## src/rtl/mtmr_pkg.sv

```systemverilog
package mtmr_pkg;

   localparam int CTL_W  = 8;
   localparam int MODE_W = 3;

   typedef enum logic [1:0] {
      RS_STOP  = 2'b00,
      RS_FREE  = 2'b01,
      RS_EDGE  = 2'b10,
      RS_MATCH = 2'b11
   } run_sel_e;

   function automatic run_sel_e run_sel_of(input logic [MODE_W-1:0] m);
      return run_sel_e'(m[MODE_W-1:1]);
   endfunction

endpackage

```

## src/rtl/mtmr_trig_sync.sv

```systemverilog
module mtmr_trig_sync #(
   parameter int STAGES = 2
) (
   input  logic       clk,
   input  logic       rst_n,
   input  logic       trig_in,
   input  logic [1:0] edge_sel,
   output logic       trig_evt
);

   generate
      if (STAGES < 2) begin : g_bad_stages
         $error("mtmr_trig_sync: STAGES must be at least 2");
      end
   endgenerate

   logic [STAGES-1:0] sync_q;
   logic              prev_q;
   logic              lvl;
   logic              rise;
   logic              fall;

   always_ff @(posedge clk or negedge rst_n) begin
      if (!rst_n) begin
         sync_q <= '0;
         prev_q <= 1'b0;
      end else begin
         sync_q <= {sync_q[STAGES-2:0], trig_in};
         prev_q <= sync_q[STAGES-1];
      end
   end

   assign lvl      = sync_q[STAGES-1];
   assign rise     = lvl & ~prev_q;
   assign fall     = ~lvl & prev_q;
   assign trig_evt = (rise & edge_sel[0]) | (fall & edge_sel[1]);

endmodule

```

## src/rtl/mtmr_ctl.sv

```systemverilog
module mtmr_ctl
   import mtmr_pkg::*;
(
   input  logic              clk,
   input  logic              rst_n,
   input  logic              we,
   input  logic [3:0]        wdata,
   input  logic              ovf_evt,
   output logic [MODE_W-1:0] mode,
   output logic              ovf,
   output logic [CTL_W-1:0]  rdata
);

   always_ff @(posedge clk or negedge rst_n) begin
      if (!rst_n) begin
         mode <= '0;
      end else if (we) begin
         mode <= wdata[MODE_W:1];
      end
   end

   always_ff @(posedge clk or negedge rst_n) begin
      if (!rst_n) begin
         ovf <= 1'b0;
      end else if (ovf_evt) begin
         ovf <= 1'b1;
      end else if (we && !wdata[0]) begin
         ovf <= 1'b0;
      end
   end

   assign rdata = {{(CTL_W-MODE_W-1){1'b0}}, mode, ovf};

   AST_OVF_SET: assert property (@(posedge clk) disable iff (!rst_n)
      ovf_evt |=> ovf);
   AST_OVF_STICKY: assert property (@(posedge clk) disable iff (!rst_n)
      (ovf && !(we && !wdata[0])) |=> ovf);

endmodule

```

## src/rtl/mtmr_core.sv

```systemverilog
module mtmr_core
   import mtmr_pkg::*;
#(
   parameter int CNT_W = 16
) (
   input  logic              clk,
   input  logic              rst_n,
   input  logic [MODE_W-1:0] mode,
   input  logic              tick,
   input  logic              trig_evt,
   input  logic [CNT_W-1:0]  cmp0,
   input  logic [CNT_W-1:0]  cmp1,
   output logic [CNT_W-1:0]  count,
   output logic              tout,
   output logic              irq0,
   output logic              irq1,
   output logic              ovf_evt
);

   localparam logic [CNT_W-1:0] CNT_MAX = '1;

   run_sel_e sel;
   logic     run;
   logic     hit0;
   logic     hit1;
   logic     pend_q;
   logic     edge_clr;
   logic     match_clr;
   logic     tgl;

   assign sel       = run_sel_of(mode);
   assign run       = (sel != RS_STOP);
   assign hit0      = run & tick & (count == cmp0);
   assign hit1      = run & tick & (count == cmp1);
   assign edge_clr  = (sel == RS_EDGE) & (pend_q | trig_evt);
   assign match_clr = (sel == RS_MATCH) & hit0;
   assign ovf_evt   = run & tick & ~edge_clr & (count == CNT_MAX);
   assign tgl       = run & (hit0 | hit1 | (mode[0] & trig_evt));

   always_ff @(posedge clk or negedge rst_n) begin
      if (!rst_n) begin
         count  <= '0;
         pend_q <= 1'b0;
      end else if (!run) begin
         count  <= '0;
         pend_q <= 1'b0;
      end else if (tick) begin
         pend_q <= 1'b0;
         if (edge_clr || match_clr) begin
            count <= '0;
         end else begin
            count <= count + 1'b1;
         end
      end else begin
         pend_q <= edge_clr;
      end
   end

   always_ff @(posedge clk or negedge rst_n) begin
      if (!rst_n) begin
         irq0 <= 1'b0;
         irq1 <= 1'b0;
         tout <= 1'b0;
      end else begin
         irq0 <= hit0;
         irq1 <= hit1;
         if (tgl) begin
            tout <= ~tout;
         end
      end
   end

   AST_STOP_ZERO: assert property (@(posedge clk) disable iff (!rst_n)
      !run |=> (count == '0));
   AST_STOP_HOLD: assert property (@(posedge clk) disable iff (!rst_n)
      !run |=> $stable(tout));
   AST_STOP_QUIET: assert property (@(posedge clk) disable iff (!rst_n)
      !run |=> (!irq0 && !irq1));
   AST_FREE_INC: assert property (@(posedge clk) disable iff (!rst_n)
      (sel == RS_FREE && tick) |=> (count == CNT_W'($past(count) + 1'b1)));

endmodule

```

## src/rtl/mtimer_unit.sv

```systemverilog
module mtimer_unit
   import mtmr_pkg::*;
#(
   parameter int CNT_W       = 16,
   parameter int SYNC_STAGES = 2
) (
   input  logic             clk,
   input  logic             rst_n,
   input  logic             ctl_we,
   input  logic [CTL_W-1:0] ctl_wdata,
   output logic [CTL_W-1:0] ctl_rdata,
   input  logic [CNT_W-1:0] cmp0,
   input  logic [CNT_W-1:0] cmp1,
   input  logic             tick,
   input  logic             trig_in,
   input  logic [1:0]       edge_sel,
   output logic [CNT_W-1:0] count,
   output logic             tmr_out,
   output logic             irq_cmp0,
   output logic             irq_cmp1
);

   generate
      if (CNT_W < 2 || CNT_W > 32) begin : g_bad_width
         $error("mtimer_unit: CNT_W must lie in 2..32");
      end
   endgenerate

   logic              trig_evt;
   logic              ovf_evt;
   logic              ovf;
   logic [MODE_W-1:0] mode;
   logic              unused_wr_hi;

   assign unused_wr_hi = ^ctl_wdata[CTL_W-1:4] ^ ovf;

   mtmr_trig_sync #(.STAGES(SYNC_STAGES)) u_sync (
      .clk      (clk),
      .rst_n    (rst_n),
      .trig_in  (trig_in),
      .edge_sel (edge_sel),
      .trig_evt (trig_evt)
   );

   mtmr_ctl u_ctl (
      .clk     (clk),
      .rst_n   (rst_n),
      .we      (ctl_we),
      .wdata   (ctl_wdata[3:0]),
      .ovf_evt (ovf_evt),
      .mode    (mode),
      .ovf     (ovf),
      .rdata   (ctl_rdata)
   );

   mtmr_core #(.CNT_W(CNT_W)) u_core (
      .clk      (clk),
      .rst_n    (rst_n),
      .mode     (mode),
      .tick     (tick),
      .trig_evt (trig_evt),
      .cmp0     (cmp0),
      .cmp1     (cmp1),
      .count    (count),
      .tout     (tmr_out),
      .irq0     (irq_cmp0),
      .irq1     (irq_cmp1),
      .ovf_evt  (ovf_evt)
   );

endmodule

```

## config.mk

```make
export PLATFORM = sky130hd
export DESIGN_NAME = mtimer_unit
export DESIGN_NICKNAME = d
export VERILOG_FILES = /design/src/rtl/mtmr_pkg.sv /design/src/rtl/mtmr_trig_sync.sv /design/src/rtl/mtmr_ctl.sv /design/src/rtl/mtmr_core.sv /design/src/rtl/mtimer_unit.sv
export SDC_FILE = /design/constraint.sdc
export NUM_CORES = 1
export LEC_CHECK = 0
export ABC_AREA = 1
export BUFFER_PORTS_ARGS = -buffer_cell sky130_fd_sc_hd__clkbuf_2
export CELL_PAD_IN_SITES_DETAIL_PLACEMENT = 0
export CELL_PAD_IN_SITES_GLOBAL_PLACEMENT = 1
export CORE_MARGIN = 5
export CORE_UTILIZATION = 33
export CTS_CLUSTER_SIZE = 24
export DETAILED_ROUTE_END_ITERATION = 6
export GPL_TIMING_DRIVEN = 0
export PLACE_DENSITY_LB_ADDON = 0.1
export SLEW_MARGIN = 20
export SYNTH_ARGS = -nofsm -noshare
export SYNTH_HDL_FRONTEND = slang
export SYNTH_SLANG_ARGS = --single-unit
```

## constraint.sdc

```tcl
create_clock -name clk -period 2 [get_ports clk]
set_input_delay 0.1 -clock clk [delete_from_list [all_inputs] [get_ports clk]]
set_output_delay 0.1 -clock clk [all_outputs]
set_load 0.05 [all_outputs]
```

==> key figures <==
Yosys
  – Synth top area cells: dfrtp_1 (31%), nand2_1 (21%), inv_1 (8.2%), nor2_1 (5.1%), xnor2_1 (4.4%)
  – Ys flop type: dfrtp_1
  – Post-Synthesis Cell Area: about 2200 sq um
  – Synth unique cells: 36
  – Seq/Total Area, Yosys: between 30% and 40%
  – Syn_area_per_cell: 6.53 sq um
  – Yosys Warn Count: 0
  – Number of synthesized flops with an enable pin: 0
  – Synth Register Bits: 27
  – Dominant cell type by area after synthesis: dfrtp_1
  – Mapped Cells: about 340
  – Share of flip-flops with an asynchronous set or reset: 100%
  – Synth top area share: 30.8%

Setup path
  – CP startpoint kind: register
  – Worst EP required: 2.22 ns
  – Crit. End Element: register
  – Register-to-register setup slack: between 0.15 and 0.2 ns
  – Setup CP Type: reg2reg
  – Crit-path max FO: 6
  – WP data arrival: between 2 and 2.5 ns

Floorplan
  – Die width: 91.5 microns
  – Die ar.: 8380 sq um
  – Row cnt: 29
  – Core ar.: 6420 sq um
  – Initial core utilization: 34.2%
  – Ports: 74
  – Die Ht: ~90 microns

STA
  – Fmax: roughly 550 MHz
  – Final setup fails: 0
  – Slew Limit Fails: 0
  – Worst Tran Pin Value: 0.775 ns
  – Min cycle time layout: 1.82 ns
  – Sum Neg Setup Slack: 0 ns
  – Slew HR: between 40% and 50%
  – Setup Skew: 0.0119 ns
  – Final period utilization: 90.8%
  – Hold Vio Cnt, Final: 0
  – RSZ-0062 raised after global routing: no

Place
  – Routability Congestion: 0.844
  – Final HPWL DP: 5690 microns
  – PortBufs: between 60 and 70

Final layout
  – Synth-to-layout area growth: 23.5%
  – Final nets: 460
  – Final core utilization: 42.2%
  – Share of cells above drive strength 1: 23.4%
  – Sequential cell area: 677 sq um
  – Fillers: 738
  – Antenna fix cells: 0
  – Area occupied by multi-input gates: 1270 sq um

Routing
  – Post-route ant nets: 0
  – Via-to-Cell Ratio: about 4.6
  – Via count: 2232
  – DR DRC count: 0
  – Starting DRT DRC Count: 82
  – Drt pass-1 iters: 4
  – WL per Instance: 14.3 microns
  – Final wirelength: 6970 microns

Pwr
  – Pwr/cell area: 492 nW/um^2
  – Final total power: between 0.001 and 0.0015 W
  – Leak pwr: about 1.5 nW
  – Max IR drop VDD: 0.247 mV

Clocking
  – Clk sink count: 27
  – Latest clock arrival within the worst-skew pair: 0.28 ns
  – H-Tree Depth: 1
  – CTS clock-pin slew for the worst setup and hold paths: 0.11 ns
  – Post-CTS setup buffer count: 0
  – Total CTS buffers: 3
  – Clock buffer depth: 2
  – Root Buffer: clkbuf_8
  – CTS tree: yes

Global routing
  – Largest net degree at the start of global routing: 28
  – Antenna violations before repair: 0
  – First-pass GRT wire length: 11400 microns
  – Vias in the first global route: 2250
  – Overall Global Routing Usage: 17.0%
  – Gr ovfl total: 0

Run
  – Max-cap violation count: 0

Run status
  – Status: finished clean

Worst hold path
  – Hold crit path type: in2reg
-- repair_timing --
action	4_1_cts	5_1_grt
hold buffers	3	0
resized for setup	0	2
endpoints found under the setup margin	0	10
endpoints found under the hold margin	29	0
-- per-stage QoR --
| stage | std cells | hold slack [ns] | worst slack, ns | area, sq um |
|---|---|---|---|---|
| CTS | 488 | 0.0139 | 0.0999 | 2700 |
| floorplan | 339 | -0.196 | 0.0951 | 2200 |
| finish | 488 | 0.0235 | 0.184 | 2710 |
| global placement | 481 | 0.201 | 0.160 | 2630 |
| detailed placement | 481 | 0.205 | 0.131 | 2630 |
| global route | 488 | 0.0395 | 0.00127 | 2710 |
-- kinds of logic after synthesis --
family / after synthesis / share of synthesized area, %
flops: 27 / 30.8
other cells: 1 / 0.171
xor+xnor: 20 / 7.99
compound gates: 20 / 5.48
simple gates: 206 / 43.0
fa+ha+maj: 1 / 0.570
buf+inv: 61 / 12.0
-- where the power goes --
| group | switching, W | internal (W) |
|---|---|---|
| logic | 0.000277 | 0.000125 |
| registers | 0.0000267 | 0.000571 |
| clock network | 0.000192 | 0.000140 |
| total | 0.000496 | 0.000836 |
-- routing by layer --
| metal | global-route usage [%] | routed length (microns) | up-vias |
|---|---|---|---|
| li1 | - | - | 1186 |
| met1 | 24.3 | 3590 | 995 |
| met2 | 27.5 | 3070 | 45 |
| met3 | 2.15 | 252 | 6 |
| met4 | 3.39 | 59 | 0 |
| met5 | 0 | 0 | - |
-- registers in the layout, indices dropped and copies added (netlist names) --
signal and cells:
u_sync.prev_q 1, u_core.pend_q 1, u_core.irq0 1, u_ctl.ovf 1
u_core.irq1 1, u_core.count 16, u_sync.sync_q 2, u_ctl.mode 3
u_core.tout 1
-- critical path: stages, from the launching register on --
cell and delay, ns:
dfrtp_1 0.48, ha_1 0.24, nand3_2 0.12, nor3_4 0.27, nand2_4 0.11, nor2_4 0.15
nand2_2 0.07, nand2_1 0.06, nand2_1 0.04, nand3b_1 0.14, nand2_1 0.08
-- synth_stat cells (3+ instances only) --
cell type	instances
o21ai_0	6
inv_1	48
o22ai_1	3
nand3_1	14
nand4_1	10
inv_2	3
xnor2_1	11
nor2_1	30
nand3b_1	9
xor2_1	9
buf_4	7
a21oi_1	4
dfrtp_1	27
nand2_1	124
-- worst paths after layout --
kind                                                   from                           end  depth (start not counted)
worst max-delay path            u_core.count[1]$_DFFE_PN0P_  u_core.count[12]$_DFFE_PN0P_                         10
worst min-delay path                           ctl_wdata[1]     u_ctl.mode[0]$_DFFE_PN0P_                          3
worst max register to register  u_core.count[1]$_DFFE_PN0P_  u_core.count[12]$_DFFE_PN0P_                         10
worst min register to register   u_sync.sync_q[0]$_DFF_PN0_    u_sync.sync_q[1]$_DFF_PN0_                          0
max in group asynchronous                             rst_n   u_core.count[5]$_DFFE_PN0P_                          2
min in group asynchronous                             rst_n   u_core.count[8]$_DFFE_PN0P_                          2
-- final cells by class --
class / count / share of cell area, %
Multi-Input combinational cell: 251 / 46.9
Sequential cell: 27 / 25.0
Timing Repair Buffer: 68 / 13.1
Inverter: 51 / 7.07
Tap cell: 77 / 3.56
Buffer: 10 / 2.63
Clock buffer: 3 / 1.52
Clock inverter: 1 / 0.185
-- layout by cell type, fill, tap and decap left out, drive strengths merged, types with 5 or more instances in the layout --
master / instances
xor2: 9
buf: 9
nand2: 127
nor2: 34
inv: 51
xnor2: 11
dfrtp: 27
nand3: 15
nand3b: 9
o21ai: 7
clkbuf: 68
nand4: 11
a21oi: 5
Note: power is estimated with default switching activity, not from simulation.
